==> config.mk <==
export PLATFORM = sky130hd
export DESIGN_NAME = sar_seq
export DESIGN_NICKNAME = d
export VERILOG_FILES = /design/src/rtl/sar_seq_pkg.sv /design/src/rtl/sar_prescaler.sv /design/src/rtl/sar_search.sv /design/src/rtl/sar_seq.sv
export SDC_FILE = /design/constraint.sdc
export NUM_CORES = 1
export LEC_CHECK = 0
export BUFFER_PORTS_ARGS = -buffer_cell sky130_fd_sc_hd__buf_2
export CORE_MARGIN = 4
export CORE_UTILIZATION = 24
export CTS_CLUSTER_SIZE = 8
export DETAILED_ROUTE_END_ITERATION = 16
export GPL_TIMING_DRIVEN = 0
export HOLD_SLACK_MARGIN = 0.06
export MAX_ROUTING_LAYER = met4
export SLEW_MARGIN = 20
export SYNTH_ARGS = -nofsm -noshare
export SYNTH_HDL_FRONTEND = slang
export SYNTH_SLANG_ARGS = --single-unit
==> constraint.sdc <==
create_clock -name clk -period 2.4 [get_ports clk]
set_input_delay 0.72 -clock clk [delete_from_list [all_inputs] [get_ports clk]]
set_output_delay 0.72 -clock clk [all_outputs]
set_load 0.02 [all_outputs]
==> src/rtl/sar_seq_pkg.sv <==
package sar_seq_pkg;
   typedef enum logic {
      SEQ_IDLE = 1'b0,
      SEQ_RUN  = 1'b1
   } seq_state_t;
endpackage

==> src/rtl/sar_prescaler.sv <==
module sar_prescaler #(
   parameter int PRE_W = 7,
   parameter int SEL_W = 3
) (
   input  logic             clk,
   input  logic             rst_n,
   input  logic             en,
   input  logic [SEL_W-1:0] sel,
   output logic             tick
);
   localparam int NSEL = 1 << SEL_W;

   logic [PRE_W-1:0] cnt;
   logic [NSEL-1:0]  hit;

   if (PRE_W < NSEL - 1) begin : g_chk_width
      $error("sar_prescaler: PRE_W too small for the select range");
   end

   always_ff @(posedge clk or negedge rst_n) begin
      if (!rst_n)      cnt <= '0;
      else if (!en)    cnt <= '0;
      else             cnt <= cnt + 1'b1;
   end

   for (genvar g = 0; g < NSEL; g++) begin : g_tap
      localparam int LG = (g == 0) ? 1 : ((g > PRE_W) ? PRE_W : g);
      assign hit[g] = &cnt[LG-1:0];
   end

   assign tick = en & hit[sel];

   assert_tick_gap_R2: assert property (@(posedge clk) disable iff (!rst_n)
      tick |=> !tick);
endmodule

==> src/rtl/sar_search.sv <==
module sar_search #(
   parameter int RES_W = 10
) (
   input  logic             clk,
   input  logic             rst_n,
   input  logic             clr,
   input  logic             load,
   input  logic             step,
   input  logic             cmp,
   output logic [RES_W-1:0] code,
   output logic [RES_W-1:0] decided
);
   logic [RES_W-1:0] ptr;
   logic [RES_W-1:0] nxt;

   if (RES_W < 2) begin : g_chk_res
      $error("sar_search: RES_W must be at least 2");
   end

   for (genvar b = 0; b < RES_W; b++) begin : g_bit
      assign decided[b] = code[b] & (ptr[b] ? cmp : 1'b1);
      if (b == 0) begin : g_lsb
         assign nxt[b] = decided[b];
      end else begin : g_upper
         assign nxt[b - 1 + 1] = decided[b];
      end
   end

   always_ff @(posedge clk or negedge rst_n) begin
      if (!rst_n) begin
         code <= '0;
         ptr  <= '0;
      end else if (clr) begin
         code <= '0;
         ptr  <= '0;
      end else if (load) begin
         code <= {1'b1, {(RES_W-1){1'b0}}};
         ptr  <= {1'b1, {(RES_W-1){1'b0}}};
      end else if (step) begin
         code <= nxt | (ptr >> 1);
         ptr  <= ptr >> 1;
      end
   end

   assert_ptr_onehot_R1: assert property (@(posedge clk) disable iff (!rst_n)
      $onehot0(ptr));
   assert_step_live_R1: assert property (@(posedge clk) disable iff (!rst_n)
      (step && !clr && !load) |-> (ptr != '0));
endmodule

==> src/rtl/sar_seq.sv <==
module sar_seq
   import sar_seq_pkg::*;
#(
   parameter int RES_W        = 10,
   parameter int PRE_W        = 7,
   parameter int SEL_W        = 3,
   parameter int CH_W         = 3,
   parameter int REF_W        = 2,
   parameter int SAMPLE_NORM  = 2,
   parameter int SAMPLE_FIRST = 14
) (
   input  logic             clk,
   input  logic             rst_n,
   input  logic             en,
   input  logic [SEL_W-1:0] clk_sel,
   input  logic             start,
   input  logic             free_run,
   input  logic [CH_W-1:0]  sel_ch,
   input  logic [REF_W-1:0] sel_ref,
   input  logic             flag_clr,
   input  logic             irq_ack,
   input  logic             irq_en,
   input  logic             cmp,
   output logic [RES_W-1:0] dac_code,
   output logic             sample,
   output logic [CH_W-1:0]  act_ch,
   output logic [REF_W-1:0] act_ref,
   output logic [RES_W-1:0] result,
   output logic             done,
   output logic             busy,
   output logic             flag,
   output logic             irq
);
   localparam int LEN_NORM  = SAMPLE_NORM + RES_W + 1;
   localparam int LEN_FIRST = SAMPLE_FIRST + RES_W + 1;
   localparam int CNT_W     = $clog2(LEN_FIRST + 1);

   localparam logic [CNT_W-1:0] SN_SAMP = CNT_W'(SAMPLE_NORM);
   localparam logic [CNT_W-1:0] SN_LOAD = CNT_W'(SAMPLE_NORM + 1);
   localparam logic [CNT_W-1:0] SN_STEP = CNT_W'(SAMPLE_NORM + 2);
   localparam logic [CNT_W-1:0] SN_LEN  = CNT_W'(LEN_NORM);
   localparam logic [CNT_W-1:0] SF_SAMP = CNT_W'(SAMPLE_FIRST);
   localparam logic [CNT_W-1:0] SF_LOAD = CNT_W'(SAMPLE_FIRST + 1);
   localparam logic [CNT_W-1:0] SF_STEP = CNT_W'(SAMPLE_FIRST + 2);
   localparam logic [CNT_W-1:0] SF_LEN  = CNT_W'(LEN_FIRST);

   if (SAMPLE_NORM < 1 || SAMPLE_FIRST < SAMPLE_NORM) begin : g_chk_sched
      $error("sar_seq: sample points must satisfy 1 <= SAMPLE_NORM <= SAMPLE_FIRST");
   end

   seq_state_t       state;
   logic [CNT_W-1:0] cnt;
   logic [CNT_W-1:0] k;
   logic             first_pend;
   logic             first_cur;
   logic             tick;
   logic             run_tick;
   logic [CNT_W-1:0] at_samp, at_load, at_step, at_len;
   logic             sar_load, sar_step, complete;
   logic [RES_W-1:0] decided;

   sar_prescaler #(.PRE_W(PRE_W), .SEL_W(SEL_W)) i_div (
      .clk  (clk),
      .rst_n(rst_n),
      .en   (en),
      .sel  (clk_sel),
      .tick (tick)
   );

   always_comb begin
      at_samp = first_cur ? SF_SAMP : SN_SAMP;
      at_load = first_cur ? SF_LOAD : SN_LOAD;
      at_step = first_cur ? SF_STEP : SN_STEP;
      at_len  = first_cur ? SF_LEN  : SN_LEN;
      k        = cnt + 1'b1;
      run_tick = (state == SEQ_RUN) && tick;
      sar_load = run_tick && (k == at_load);
      sar_step = run_tick && (k >= at_step) && (k <= at_len);
      complete = run_tick && (k == at_len);
   end

   sar_search #(.RES_W(RES_W)) i_sar (
      .clk    (clk),
      .rst_n  (rst_n),
      .clr    (!en),
      .load   (sar_load),
      .step   (sar_step),
      .cmp    (cmp),
      .code   (dac_code),
      .decided(decided)
   );

   always_ff @(posedge clk or negedge rst_n) begin
      if (!rst_n) begin
         state      <= SEQ_IDLE;
         cnt        <= '0;
         first_pend <= 1'b1;
         first_cur  <= 1'b0;
      end else if (!en) begin
         state      <= SEQ_IDLE;
         cnt        <= '0;
         first_pend <= 1'b1;
      end else begin
         case (state)
            SEQ_IDLE: begin
               if (start) begin
                  state     <= SEQ_RUN;
                  cnt       <= '0;
                  first_cur <= first_pend;
               end
            end
            SEQ_RUN: begin
               if (complete) begin
                  first_pend <= 1'b0;
                  cnt        <= '0;
                  if (free_run) first_cur <= 1'b0;
                  else          state     <= SEQ_IDLE;
               end else if (tick) begin
                  cnt <= k;
               end
            end
            default: state <= SEQ_IDLE;
         endcase
      end
   end

   always_ff @(posedge clk or negedge rst_n) begin
      if (!rst_n) begin
         done    <= 1'b0;
         sample  <= 1'b0;
         result  <= '0;
         flag    <= 1'b0;
         act_ch  <= '0;
         act_ref <= '0;
      end else begin
         done   <= complete;
         sample <= run_tick && (k == at_samp);
         if (complete) result <= decided;
         if (complete)                 flag <= 1'b1;
         else if (flag_clr || irq_ack) flag <= 1'b0;
         if (en && (state == SEQ_IDLE || complete)) begin
            act_ch  <= sel_ch;
            act_ref <= sel_ref;
         end
      end
   end

   assign busy = (state == SEQ_RUN);
   assign irq  = flag & irq_en;

   assert_single_clear_R5: assert property (@(posedge clk) disable iff (!rst_n)
      done |-> (busy == $past(free_run)));
   assert_flag_on_done_R8: assert property (@(posedge clk) disable iff (!rst_n)
      done |-> flag);
   assert_clear_flag_R8: assert property (@(posedge clk) disable iff (!rst_n)
      ($past(flag_clr) && !done) |-> !flag);
   assert_abort_idle_R9: assert property (@(posedge clk) disable iff (!rst_n)
      !en |=> !busy);
   assert_sel_hold_R7: assert property (@(posedge clk) disable iff (!rst_n)
      ($past(busy) && !done) |-> ($stable(act_ch) && $stable(act_ref)));
   assert_sample_pulse_R10: assert property (@(posedge clk) disable iff (!rst_n)
      sample |=> !sample);
   assert_done_pulse_R10: assert property (@(posedge clk) disable iff (!rst_n)
      done |=> !done);
   assert_sample_busy_R3: assert property (@(posedge clk) disable iff (!rst_n)
      (sample && en) |-> busy);
endmodule

**Word level (Yosys, flattened, before mapping)**

Cells that the tools add are included.

- Add/sub/neg operators: 2
- Reduce and logical (&&, ||, !) cells: 19
- Equality and inequality tests: 11
- Order comparisons: 3
- Bitwise operators: 14
- Muxes and demuxes: 42

Operators with widths:

| cell | count |
|---|---|
| two-way mux 10 bit | 6 |
| two-way mux 5 bit | 6 |
| two-way mux 1 bit | 23 |
| bitwise AND 1 bit | 12 |
| == test 5 x 4 -> 1 bit | 2 |
| OR 10 x 9 -> 10 bit | 1 |
| case mux 5 bit (2 select lines) | 1 |
| two-way mux 4 bit | 2 |
| AND reduction 4 bit | 2 |
| adder 7 x 1 -> 7 bit (second input constant) | 1 |
| logical AND 1 bit | 7 |
| two-way mux 7 bit | 1 |
| AND reduction 7 bit | 1 |
| inequality test 2 x 1 -> 1 bit (second input constant) | 3 |
| AND reduction 2 bit | 3 |
| AND reduction 6 bit | 1 |
| adder 5 x 1 -> 5 bit (second input constant) | 1 |
| == test 5 bit | 1 |
| >= comparator 5 bit | 1 |
| less-or-equal comparator 5 bit | 1 |
| AND reduction 5 bit | 1 |
| less-than comparator 3 x 4 -> 1 bit (second input constant) | 1 |
| inequality test 2 bit (second input constant) | 2 |
| inequality test 4 x 2 -> 1 bit (second input constant) | 1 |
| 8 further kinds | 10 |

- Output and inout bits: 30
- Bits in registers: 53

**Logic depth before layout (Yosys ltp)**

Gate-level depths: netlist of run 1.

- Depth in word-level cells: 10
- Mapped depth: 10

**Modules after synthesis**

From an unflattened synthesis of run 1, not the netlist that was laid out.

- Cell total of the unflattened synthesis: 257
- Area total of the unflattened synthesis: 2765.2 um^2

Modules (own cells, without submodules):

| module | area an instance (um^2) | sequential area each (um^2) | instances | cells each |
|---|---|---|---|---|
| sar_seq | 1452.6 | 651.9 | 1 | 130 |
| sar_search | 932.1 | 500.5 | 1 | 88 |
| sar_prescaler | 380.4 | 175.2 | 1 | 39 |

**Worst setup path after synthesis of run 1**

No wires, ideal clock.

- Path type: reg2reg
- Start point: reg cnt[0]
- End point: reg act_ch[0]
- Clock period less this slack: 2397 ps
- Cell stages (with the launch flop): 11
- Path buffers: 0
- Setup time: 128 ps
- Setup slack: 3 ps
- Arrival: 2270 ps
- Cell sequence: dfrtp_1 > ha_1 > xor2_1 > inv_1 > ha_1 > and3_1 > and2_1 > o2111ai_2 > inv_2 > o21ai_4 > mux2_1

- Longest elaborated chain between the ends: 5

RTL lines:

| item | RTL line | RTL |
|---|---|---|
| start, declared | sar_seq.sv:52 | `logic [CNT_W-1:0] cnt;` |
| start signal, assigned | sar_seq.sv:119 | `cnt <= k;` |
| adder 5 x 1 -> 5 bit | sar_seq.sv:75 | `k = cnt + 1'b1;` |
| == test 5 bit | sar_seq.sv:79 | `complete = run_tick && (k == at_len);` |
| logical AND 1 bit | sar_seq.sv:79 |  |
| net complete | sar_seq.sv:59 | `logic sar_load, sar_step, complete;` |
| logical OR 1 bit | sar_seq.sv:141 | `if (en && (state == SEQ_IDLE \|\| complete)) begin` |
| logical AND 1 bit | sar_seq.sv:141 |  |
| end signal, assigned | sar_seq.sv:142 | `act_ch <= sel_ch;` |
| end, declared | sar_seq.sv:26 | `output logic [CH_W-1:0] act_ch,` |

The timed path passes the listed nets, and every way through them passes these cells.
A chain may end at the register's enable or synchronous reset.

**Worst setup path after layout of run 1**

- Start point: reg cnt[0]
- End point: reg act_ch[2]

The elaborated chain is that of the path after synthesis.

==> impl_summary.md, run 1 <==
Final layout
Of the cells placed in the final design, the portion with a size suffix greater than 1 is 36.0%. The repair_antennas step left the layout with diodes totalling 0. The layout overhead on the synthesized area is 33.4%. The number of nets in the final layout is 363. The final instance count without filler cells is 479.

Global route
For this run, the total global-route usage over all layers was measured as 10.9%. The total global routing overflow is 0. The wire length of the first global-routing pass is 11,500 um. The number of antenna violations at the first check in global routing was 0. Entering global routing, the biggest net connects 54 pins. The via count of the first global-routing pass is 2,306.

STA
The setup-violating endpoint count in the final report is 0. In this run the tightest slew margin relative to its limit is 55.5%. Final hold analysis gives a worst-case slack of 0.457 ns. The transition at the pin with the smallest max-transition slack is 0.668 ns. Setup repair after global routing could not meet its margin everywhere. Subtracting the final worst setup slack from the clock period gives 2.35 ns.

The final number of max-transition violations is 0. The share of the clock period used by the worst path after layout is 98.1%. The final hold violation count is 0. Static timing analysis puts the maximum clock frequency at 0.425 GHz. Setup slack on the critical path of the routed design comes to 0.0453 ns. The worst clock skew on the final layout is 0.00478 ns.

Status
The flow ran to the end, and the final reports show no timing, DRC or antenna violations.

Synthesis
The fraction of synthesized cell area taken by the top area cell type is 46.7%. The main combinational cell family by area after synthesis is compound AO/OA/AOI/OAI gates. The xor/xnor cell area share of the yosys netlist is 3.01%.

The post-synthesis share of cell area spent on full adders, half adders and majority gates is 4.93%. The post-synthesis area per instance is 10.4 sq um. The flip-flop and latch count after synthesis is 53.

The cell count after synthesis is 268. Counting every net in the synthesized netlist gives 296. For this run, the number of Yosys warnings is 0. The async set-or-reset flop fraction in the synthesized netlist is 100%. Summing the areas of all compound-gate instances in the mapped netlist gives 19.7% of the synthesized area.

For this run, the leading register cell type out of synthesis is sky130_fd_sc_hd__dfrtp_1. After Yosys synthesis, and, or, nand and nor cells account for 17.1% of the synthesized area. The largest total area in the synthesized netlist belongs to sky130_fd_sc_hd__dfrtp_1. Ranked by total cell area, the synthesized netlist is headed by sky130_fd_sc_hd__dfrtp_1 (47%), sky130_fd_sc_hd__ha_1 (4.9%), sky130_fd_sc_hd__o21ai_0 (3.8%).

The post-synthesis sequential area ratio is 47.6%. The cell area that synthesis handed to floorplanning was 2790 sq um. Multiplexer cells account for 2.78% of the synthesized area. The netlist uses 53 different library cells. Counting flops with a built-in enable in the synthesized netlist gives 0.

Clock tree
The maximum level of the CTS H-tree is 2. The later pin in the worst-skew pair is clocked with a latency of 0.29 ns. Clock-pin slew was measured on the worst setup and hold paths at 0.07 ns.

The number of buffers added by the clock tree synthesis step is 5. TritonCTS built the clock tree. The cell at the root of the clock tree is sky130_fd_sc_hd__clkbuf_16. The clock net in this run drives a total of 53 sinks. The clock passes through at most 2 buffers.

Route
After detailed routing, the average wire length per cell comes to 15.4 um. The vias after detailed routing is 2,376. The routed design has 7370 um of wire. The average via count per standard cell is 4.96.

The number of DRC violations after detailed routing is 0. The number of antenna-violating nets in the routed design is 0. The first-pass iteration count of the detailed router is 4. The initial detailed-routing violation count is 137.

Floorplan
The floorplan step defined a die boundary enclosing 13,400 sq um. The initial core utilization is 24.4%. The die extent in x is 116 um. The vertical extent of the die is 116 um. 47 I/O pins were placed. In this run the standard cell core region covers 11,400 sq um. The number of placement rows is 39.

Setup path
In this run the worst path has a maximum fanout of 5. The worst setup path is captured at a flip-flop. STA puts the critical path data arrival time at 2.53 ns. The launch instance of the worst register-to-register path is cnt[0]$_DFFE_PN0P_. The kind of start point of the critical path is a flip-flop. The signal on the critical path passes through ha_4 > nand3_4 > xnor2_2 > ha_1 > and3_4 > and2_4 > o2111ai_4 > inv_2 > o21ai_4 > mux2_4.

The critical path data required time is 2.58 ns. The critical-path cell with the highest stage delay is sky130_fd_sc_hd__dfrtp_1. The start point of the critical path is cnt[0]$_DFFE_PN0P_. In this design, the stage delay of the slowest critical-path cell is 0.39 ns.

The critical path is of the reg2reg type.

Power
For this design the total switching power over the nets is 0.528 mW. The analysis attributes to cell leakage a power of 1.63 nW. The power share of the clock group is 39.7%.

The power share of the combinational group is 15.1%. VDD sags by at most 0.327 mV. The cell-internal power is 1.53 mW. In this run switching power makes up 25.6% of total power.

The power density relative to cell area is 554 nW/um^2. The share of total power dissipated in sequential elements is 45.1%.

Flow run
Across the run, the number of max-cap violations was 0.

Place
Routability-driven placement finished with a final weighted congestion of 0.830. The setup slack at placement is -0.349 ns. Input and output buffers added on the ports amount to 45.

The wire-length estimate of the detail-placed layout is 4930 um. The number of cells after detailed placement is 456.

Hold path
The path class of the lowest-slack min-delay path is in2async.
[registers in the layout (all words and copies together) (netlist names)]
| register | cells |
|---|---|
| i_div.cnt | 7 |
| first_pend | 1 |
| act_ref | 2 |
| busy | 1 |
| flag | 1 |
| act_ch | 3 |
| i_sar.code | 10 |
| done | 1 |
| sample | 1 |
| cnt | 5 |
| i_sar.ptr | 10 |
| result | 10 |
| first_cur | 1 |
[cells in the final DEF (no fill, tap or decap), drive strengths merged, types with 2 or more instances in the layout]
| cell | netlist | final |
|---|---|---|
| xor2 | 2 | 2 |
| ha | 11 | 11 |
| mux2 | 6 | 6 |
| inv | 16 | 16 |
| a22o | 3 | 3 |
| nor2b | 3 | 3 |
| nand2b | 6 | 6 |
| and3 | 3 | 3 |
| nand4b | 9 | 9 |
| buf | 6 | 68 |
| nor2 | 5 | 5 |
| a21oi | 19 | 19 |
| o41ai | 9 | 9 |
| nand3 | 5 | 5 |
| nand4 | 9 | 9 |
| clkbuf | 10 | 14 |
| o22ai | 2 | 2 |
| xnor2 | 5 | 5 |
| o211a | 2 | 2 |
| o31ai | 11 | 11 |
| o21ai | 22 | 22 |
| dfrtp | 52 | 52 |
| nand2 | 21 | 21 |
| and2 | 11 | 11 |
[synthesized netlist by cell type (9+ instances only)]
cell type                  count
sky130_fd_sc_hd__inv_1        15
sky130_fd_sc_hd__nand4b_1      9
sky130_fd_sc_hd__dfrtp_1      52
sky130_fd_sc_hd__ha_1         11
sky130_fd_sc_hd__o21ai_0      21
sky130_fd_sc_hd__a21oi_1      19
sky130_fd_sc_hd__nand2_1      21
sky130_fd_sc_hd__clkbuf_1     10
sky130_fd_sc_hd__nand4_1       9
sky130_fd_sc_hd__o41ai_1       9
sky130_fd_sc_hd__and2_1       11
sky130_fd_sc_hd__o31ai_1      10
[worst max-delay path, delay by kind of cell, from the launching register on]
kind	cells	cell delay, ns
compound gates	2	0.38
xor+xnor	1	0.15
fa+ha+maj	2	0.50
buf+inv	1	0.08
flops	1	0.39
mux	1	0.33
simple gates	3	0.41
[cell type report]
cell class                 instances  area, sq um
buffer                            15         92.6
clock inverter                     2         38.8
tap                              143          179
inverter                          16         60.1
clock buffer                       6          129
multi-input combinational        183         1540
sequential                        53         1330
timing repair buffer              61          349
fill                            1157         7700
[power groups by stage]
| stage | combinational [mW] | sequential (mW) | clock, mW |
|---|---|---|---|
| 6_report | 0.312 | 0.930 | 0.819 |
| 5_1_grt | 0.338 | 0.933 | 0.874 |
| 4_1_cts | 0.275 | 0.929 | 0.833 |
| 3_5_place_dp | 0.246 | 0.946 | 0 |
| 3_3_place_gp | 0.241 | 0.946 | 0 |
| 2_1_floorplan | 0.137 | 0.962 | 0 |
[routing by layer]
layer / GRT usage (%) / vias to the layer above / wire (um)
met4: 2.78 / 0 / 110
li1: - / 1122 / -
met2: 17.6 / 71 / 3650
met1: 13.7 / 1170 / 3190
met5: - / - / 0
met3: 2.66 / 13 / 421
[through the flow]
stage | TNS [ns] | util [%] | total power, mW | cell area, sq um
after floorplan | 0 | - | 1.10 | 2790
after global placement | -6.49 | 28.0 | 1.19 | 3190
after detailed placement | -8.32 | 28.0 | 1.19 | 3200
after CTS | 0 | 30.7 | 2.04 | 3510
after global routing | -0.776 | 32.6 | 2.14 | 3720
final | 0 | 32.6 | 2.06 | 3720
[cells by family (layout without fill, tap and decap cells)]
kind of cell / after synthesis / in the layout
DFF: 53 / 53
xor gates and xnor gates: 8 / 8
buffers and inverters: 32 / 100
AOI/OAI and AO/OA: 77 / 77
muxes: 7 / 7
and+or+nand+nor: 80 / 80
adders and majority gates: 11 / 11
[final timing paths]
| path | end | slack [ns] | cells after the start |
|---|---|---|---|
| hold reg to reg | result[0]$_DFFE_PN0P_ | 0.48 | 2 |
| max in group asynchronous | cnt[1]$_DFFE_PN0P_ | 1.45 | 1 |
| setup / recovery | act_ch[2]$_DFFE_PN0P_ | 0.05 | 10 |
| setup reg to reg | act_ch[2]$_DFFE_PN0P_ | 0.05 | 10 |
| min in group clk | result[0]$_DFFE_PN0P_ | 0.48 | 2 |
| hold / removal | result[5]$_DFFE_PN0P_ | 0.46 | 1 |
[what timing repair did]
action | 4_1_cts | 5_1_grt
cloned | 0 | 2
endpoints found under the hold margin | 0 | 0
hold buffers | 0 | 0
buffers inserted | 7 | 7
endpoints found under the setup margin | 41 | 40
gates resized for setup | 18 | 44
pin swaps | 4 | 17
No activity file was read; power rests on OpenSTA's default activity.
==> inputs of run 2 (changes only) <==
==> constraint.sdc (replaced) <==
create_clock -name clk -period 2.4 [get_ports clk]
set_input_delay 0.12 -clock clk [delete_from_list [all_inputs] [get_ports clk]]
set_output_delay 0.12 -clock clk [all_outputs]
set_load 0.02 [all_outputs]
==> impl_summary.md, run 2 (synthesis results as in run 1) <==
STA
The final hold violation count came to 0. The worst clock skew on the final layout is 0.00512 ns. Timing would allow up to 0.424 GHz. The final number of max-transition violations came to 0. The setup-violating endpoint count in the final report is 0.

The total negative setup slack is 0 ns. The post-layout minimum cycle time is 2.36 ns. The share of the clock period used by the worst path after layout is 98.2%. At the pin with the least slew margin, the transition time is 0.668 ns. Setup repair after global routing could not meet its margin everywhere.

Headroom to the max-slew limit came out at 55.4%.

Route
The routed layout has 2,374 vias. The average via count per standard cell is 4.94. The initial detailed-routing violation count is 129. The pre-antenna-repair detailed-routing pass consisted of 4 iterations. The post-detailed-route wirelength per cell is 15.4 um. In this run the remaining antenna-violating nets after routing total 0. The number of DRC violations after detailed routing is 0. Summed over all layers, the routed wires come to 7400 um.

Clock tree
The clock transition at the register clock pins on the worst setup and hold paths after CTS is 0.07 ns. CTS saw 53 sinks. Clock tree synthesis inserted a total of 5 buffers.

The clock tree buffer depth is 2. TritonCTS built the clock tree. The cell at the root of the clock tree is sky130_fd_sc_hd__clkbuf_16. The H-tree was split into 2 levels. For the worst-skew pair, the clock arrives at the later sink with an insertion delay of 0.29 ns.

Place
After legalization and detailed placement, the total HPWL measured 4930 um. During placement, the flow inserted port buffers numbering 45. The number of cells after detailed placement is 456. The last weighted congestion value of the routability-driven placer is 0.830.

Global route
The total global routing overflow is 0. The maximum number of pins on one net before global-route repair is 54. In the global route stage, overall resource usage came out at 10.9%. The number of antenna violations at the first check in global routing came to 0. The wire length of the first global-routing pass is 11,500 um. The via count of the first global-routing pass is 2,309.

Final layout
The largest registers in the layout are i_sar.code: 10 flops, i_sar.ptr: 10 flops, result: 10 flops. The most common cell after layout, fill and taps aside is sky130_fd_sc_hd__dfrtp_1. The number of diodes added for antenna fixing is 0. The layout overhead on the synthesized area is 34.1%. Leaving out fill and tap cells, the most frequent cells in the layout are sky130_fd_sc_hd__dfrtp_1 (50), sky130_fd_sc_hd__buf_2 (46), sky130_fd_sc_hd__nand2_1 (20), sky130_fd_sc_hd__o21ai_0 (20).

The proportion of layout cells with a drive suffix above 1 is 35.8%. In the final design database the tool counted 365 nets. The final instance count without filler cells is 481.

Setup path
Along the worst path, the maximum fanout reaches 5. Data arrives at the worst endpoint at 2.54 ns. The worst setup path is captured at a flip-flop. The critical path is of the reg2reg type. The critical path data required time is 2.58 ns. The kind of start point of the critical path is a flip-flop.

Floorplan
47 I/O pins were placed. The die area is 13,400 sq um. The die extent in x is 116 um. In this run the standard cell core region covers 11,400 sq um. The vertical extent of the die is 116 um. The initial core utilization is 24.4%. The floorplan has 39 rows.

Power
The net switching component of the power is 0.531 mW. Internal power comes to 1.53 mW. The switching share of total power is 25.7%.

The portion of total power attributed to sequential cells is 45.0%. The power share of the combinational group is 15.2%. For this design the ratio of total power to cell area is 552 nW/um^2. The power share of the clock group is 39.7%. IR analysis of the VDD net gives a maximum drop of 0.328 mV.

The standby leakage power is 1.64 nW.

Flow run
The tool flagged a number of max-cap violations equal to 0.

Hold path
The path class of the lowest-slack min-delay path is in2reg.

Status
The run finished with clean final reports.
-- run 2: cell count changes in the layout (fill, tap and decap cells not counted) --
cell                            delta
sky130_fd_sc_hd__dlygate4sd3_1     +2
-- run 2: layer usage --
metal  wire length [um]  vias up  GRT usage, %
met5                  0        -             -
met4                108        0          2.78
met3                449       12          2.66
met2               3660       74          17.6
met1               3180     1162          13.8
li1                   -     1126             -
-- run 2: worst paths after layout --
kind / startpoint / to / slack (ns) / depth (start not counted)
max in group asynchronous: rst_n / cnt[1]$_DFFE_PN0P_ / 1.50 / 2
setup / recovery: cnt[0]$_DFFE_PN0P_ / act_ch[2]$_DFFE_PN0P_ / 0.04 / 10
hold reg to reg: result[0]$_DFFE_PN0P_ / result[0]$_DFFE_PN0P_ / 0.48 / 2
hold / removal: sel_ch[2] / act_ch[2]$_DFFE_PN0P_ / 0.06 / 2
min in group asynchronous: rst_n / result[7]$_DFFE_PN0P_ / 0.40 / 2
setup reg to reg: cnt[0]$_DFFE_PN0P_ / act_ch[2]$_DFFE_PN0P_ / 0.04 / 10
-- run 2: power by group through the flow --
| stage | registers (mW) | logic (mW) | clock network (mW) |
|---|---|---|---|
| 5_1_grt | 0.933 | 0.340 | 0.874 |
| 2_1_floorplan | 0.962 | 0.137 | 0 |
| 3_3_place_gp | 0.946 | 0.241 | 0 |
| 4_1_cts | 0.929 | 0.277 | 0.833 |
| 6_report | 0.930 | 0.315 | 0.821 |
| 3_5_place_dp | 0.946 | 0.246 | 0 |
-- run 2: critical path, cell delays in order (launching register included) --
cell and delay (ns):
sky130_fd_sc_hd__dfrtp_1 0.39, sky130_fd_sc_hd__ha_4 0.20, sky130_fd_sc_hd__nand3_4 0.08, sky130_fd_sc_hd__xnor2_2 0.15
sky130_fd_sc_hd__ha_1 0.30, sky130_fd_sc_hd__and3_4 0.17, sky130_fd_sc_hd__and2_4 0.16, sky130_fd_sc_hd__o2111ai_4 0.12
sky130_fd_sc_hd__inv_2 0.08, sky130_fd_sc_hd__o21ai_4 0.26, sky130_fd_sc_hd__mux2_4 0.33
-- run 2: final cells by class --
type / instances / area, sq um
Clock inverter: 2 / 38.8
Timing Repair Buffer: 63 / 369
Tap cell: 143 / 179
Multi-Input combinational cell: 183 / 1540
Inverter: 16 / 60.1
Buffer: 15 / 92.6
Sequential cell: 53 / 1330
Fill cell: 1155 / 7680
Clock buffer: 6 / 129
-- run 2: repair_timing --
item	CTS	global route
gates resized for setup	18	44
endpoints found under the setup margin	41	40
hold endpoints to repair	52	1
hold buffers	1	1
gates cloned	0	2
buffers inserted	7	7
pin swaps	4	17
-- run 2: through the flow --
| stage | instance area [sq um] | setup slack [ns] | total power, mW | utilization (%) | hold slack (ns) |
|---|---|---|---|---|---|
| floorplan | 2790 | 0.00266 | 1.10 | - | -0.176 |
| global placement | 3190 | -0.296 | 1.19 | 28.0 | 0.335 |
| detailed placement | 3200 | -0.349 | 1.19 | 28.0 | 0.209 |
| CTS | 3520 | 0.00135 | 2.04 | 30.8 | 0.0620 |
| global route | 3740 | -0.0733 | 2.15 | 32.8 | 0.0618 |
| finish | 3740 | 0.0435 | 2.07 | 32.8 | 0.0608 |
==> inputs of run 3 (changes only) <==
--- a/config.mk
+++ b/config.mk
@@ -7,7 +7,7 @@
 export LEC_CHECK = 0
 export BUFFER_PORTS_ARGS = -buffer_cell sky130_fd_sc_hd__buf_2
 export CORE_MARGIN = 4
-export CORE_UTILIZATION = 24
+export CORE_UTILIZATION = 41
 export CTS_CLUSTER_SIZE = 8
 export DETAILED_ROUTE_END_ITERATION = 16
 export GPL_TIMING_DRIVEN = 0
==> constraint.sdc (replaced) <==
create_clock -name clk -period 2.67 [get_ports clk]
set_input_delay 0.1335 -clock clk [delete_from_list [all_inputs] [get_ports clk]]
set_output_delay 0.1335 -clock clk [all_outputs]
set_load 0.02 [all_outputs]
==> impl_summary.md, run 3 (synthesis results as in run 1) <==
Global route
The via count of the first global-routing pass is 2,325. The first global-routing pass estimated 11,800 um of wire. The maximum number of pins on one net before global-route repair is 54. The all-layer global routing usage is 17.8%. The number of antenna violations at the first check in global routing came to 0. The total global routing overflow is 0.

Setup path
By startpoint and endpoint, the worst setup path is classified as reg2reg. Along the worst path, the maximum fanout reaches 5. The kind of start point of the critical path is a flip-flop. The endpoint of the worst register-to-register path is act_ref[0]$_DFFE_PN0P_. Together, buffers and inverters on the worst path number 2.

The number of cells on the worst reg-to-reg path is 10. Walking the worst path, the cells encountered are ha_4 > xor2_2 > inv_1 > ha_1 > and3_1 > and2_1 > o2111ai_2 > inv_2 > o21ai_4 > mux2_1. For this design, the slowest cell found on the critical path is sky130_fd_sc_hd__dfrtp_2.

The critical path data required time is 2.87 ns. The slack of the worst reg-to-reg path is 0.18 ns. The largest single stage delay on the critical path is 0.45 ns. For the worst setup path, the data arrival time is 2.69 ns. The number of logic stages on the critical path including buffering is 10.

The critical path capture point type is a flip-flop. The launch instance of the worst register-to-register path is cnt[1]$_DFFE_PN0P_. Grouping stages by cell kind, the critical path spends the most delay in adder cells.

Floorplan
Row generation in the floorplan step produced 29 rows. The I/O pin count is 47. The die covers 8190 sq um. For this configuration, the core starts out at a cell density of 43.2%. After floorplanning, the core was sized to cover 6460 sq um. The die extent in x is 90.5 um. The vertical extent of the die is 90.5 um.

STA
In this run the tightest slew margin relative to its limit is 54.5%. The final hold violation count is 0. The total negative setup slack is 0 ns. Setup violations remaining at the end of the flow were counted as 0. The transition at the pin with the smallest max-transition slack is 0.683 ns. The worst clock skew on the final layout is 0.0123 ns. After layout, the minimum clock period comes to 2.49 ns. The share of the clock period used by the worst path after layout is 93.2%. For this run, the top clock speed supported by timing is 0.402 GHz. The final number of max-transition violations was 0. Setup repair after global routing left no endpoint under its margin.

Power
The portion of total power attributed to sequential cells is 51.4%. Total power for the finished layout comes to 1.62 mW. Power spread over the standard cell area amounts to 478 nW/um^2. VDD sags by at most 0.234 mV.

Combinational cells account for 14.5% of the total power. Of the total power, the clock network draws 34.1%. The switching share of total power is 26.9%. The analysis attributes to net switching a power of 0.436 mW. The cell-internal power is 1.19 mW. The standby leakage power is 1.55 nW.

Final layout
The number of diodes added for antenna fixing is 0. The sequential cell area is 1330 sq um. The layout overhead on the synthesized area is 21.8%. In the final layout, the share of cells above drive strength 1 is 26.1%. The largest registers in the layout are i_sar.code: 10 flops, i_sar.ptr: 10 flops, result: 10 flops. The finished layout holds 410 standard cells, fillers aside. The most common cell after layout, fill and taps aside is sky130_fd_sc_hd__dfrtp_1. The footprint of the multi-input gates is 1380 sq um. In the layout the commonest cells are sky130_fd_sc_hd__dfrtp_1 (50), sky130_fd_sc_hd__buf_2 (48), sky130_fd_sc_hd__nand2_1 (21), sky130_fd_sc_hd__o21ai_0 (21), sky130_fd_sc_hd__a21oi_1 (19).

After the last flow step, the layout net total stands at 360. After filler insertion, the fill cell instance count of the layout stands at 615.

Route
The wire length after detailed routing is 6860 um. The average via count per standard cell is 5.56. The initial detailed-routing violation count is 105. The pre-antenna-repair detailed-routing pass consisted of 4 iterations. In the routed design, unresolved DRC markers number 0. The post-detailed-route wirelength per cell is 16.7 um. The vias after detailed routing is 2,280.

Once detail routing completed, the nets flagged for antenna violations numbered 0.

Clock tree
The cell at the root of the clock tree is sky130_fd_sc_hd__clkbuf_8. The number of clock buffers added by TritonCTS is 5. The clock tree buffer depth is 2. TritonCTS built the clock tree.

The number of sinks handled by clock tree synthesis is 53. The maximum level of the CTS H-tree is 2. Clock-pin slew was measured on the worst setup and hold paths at 0.10 ns.

The clock latency on the worst-skew pair is 0.31 ns.

Place
The last weighted congestion value of the routability-driven placer is 0.830. After detailed placement, the design holds a cell count of 390. Detailed placement ended at an HPWL of 4560 um. The number of port buffers is 45.

Hold path
The hold-critical path endpoint is flag$_DFFE_PN0P_. Counting instances, the worst hold path has a depth of 4. The hold path startpoint is flag_clr.

The worst hold path belongs to the class in2reg.

Flow run
The max-cap violation count is 0.

Status
The flow ran to the end, and the final reports show no timing, DRC or antenna violations.
-- run 3: cell count changes in the layout (fill, tap and decap cells not counted), moves of 4 or more --
| cell | delta |
|---|---|
| sky130_fd_sc_hd__mux2_1 | +5 |
| sky130_fd_sc_hd__clkbuf_8 | +5 |
| sky130_fd_sc_hd__clkbuf_16 | -5 |
| sky130_fd_sc_hd__o41ai_2 | -4 |
| sky130_fd_sc_hd__dlygate4sd3_1 | +4 |
| sky130_fd_sc_hd__buf_4 | -10 |
| sky130_fd_sc_hd__mux2_4 | -5 |
| sky130_fd_sc_hd__o41ai_1 | +4 |
-- run 3: tightest hold or removal path: cells and delay by family --
kind,cells,cell delay (ns)
simple gates,3,0.12
buf+inv,1,0.08
-- run 3: power by group through the flow --
stage | Clock [mW] | Sequential [mW] | Combinational (mW)
final | 0.554 | 0.833 | 0.235
after detailed placement | 0 | 0.849 | 0.221
after global placement | 0 | 0.849 | 0.220
after global routing | 0.593 | 0.837 | 0.261
after CTS | 0.565 | 0.833 | 0.230
after floorplan | 0 | 0.864 | 0.123
-- run 3: worst max-delay path by stage --
stage                            start                     end  slack (ns)
finish              cnt[1]$_DFFE_PN0P_  act_ref[0]$_DFFE_PN0P_        0.18
floorplan           cnt[0]$_DFFE_PN0P_   act_ch[0]$_DFFE_PN0P_        0.27
CTS                 cnt[1]$_DFFE_PN0P_  act_ref[0]$_DFFE_PN0P_        0.01
global route        cnt[1]$_DFFE_PN0P_   act_ch[0]$_DFFE_PN0P_        0.02
global placement    cnt[0]$_DFFE_PN0P_   act_ch[0]$_DFFE_PN0P_       -0.02
detailed placement  cnt[1]$_DFFE_PN0P_  act_ref[0]$_DFFE_PN0P_       -0.06
-- run 3: area by class of cell --
cell class                      count  area share [%]
Clock inverter                      2            1.14
Tap cell                           77            2.84
Buffer                             15            2.21
Sequential cell                    53            39.2
Inverter                           16            1.77
Multi-Input combinational cell    183            40.7
Timing Repair Buffer               58            10.0
Clock buffer                        6            2.14
-- run 3: what timing repair did --
action | in CTS | in global routing
pin swaps | 0 | 2
buffers inserted | 0 | 7
hold endpoints to repair | 57 | 0
hold buffers | 6 | 0
gates resized for setup | 2 | 12
setup endpoints to repair | 16 | 35
-- run 3: stage by stage --
step / area (sq um) / hold slack [ns] / setup WS (ns) / util, %
after detailed placement: 3110 / 0.228 / -0.0566 / 48.2
after global placement: 3110 / 0.350 / -0.0248 / 48.2
after floorplan: 2790 / -0.162 / 0.273 / -
final: 3400 / 0.0597 / 0.182 / 52.6
after CTS: 3300 / 0.0615 / 0.0148 / 51.1
after global routing: 3400 / 0.104 / 0.0210 / 52.6
-- run 3: metal layers --
metal	global-route usage (%)	part of all wire, %	up-vias
met1	24.3	48	1108
met4	4.34	0.80	0
met3	3.17	5.1	4
li1	-	-	1111
met5	-	0	-
met2	27.5	46	57
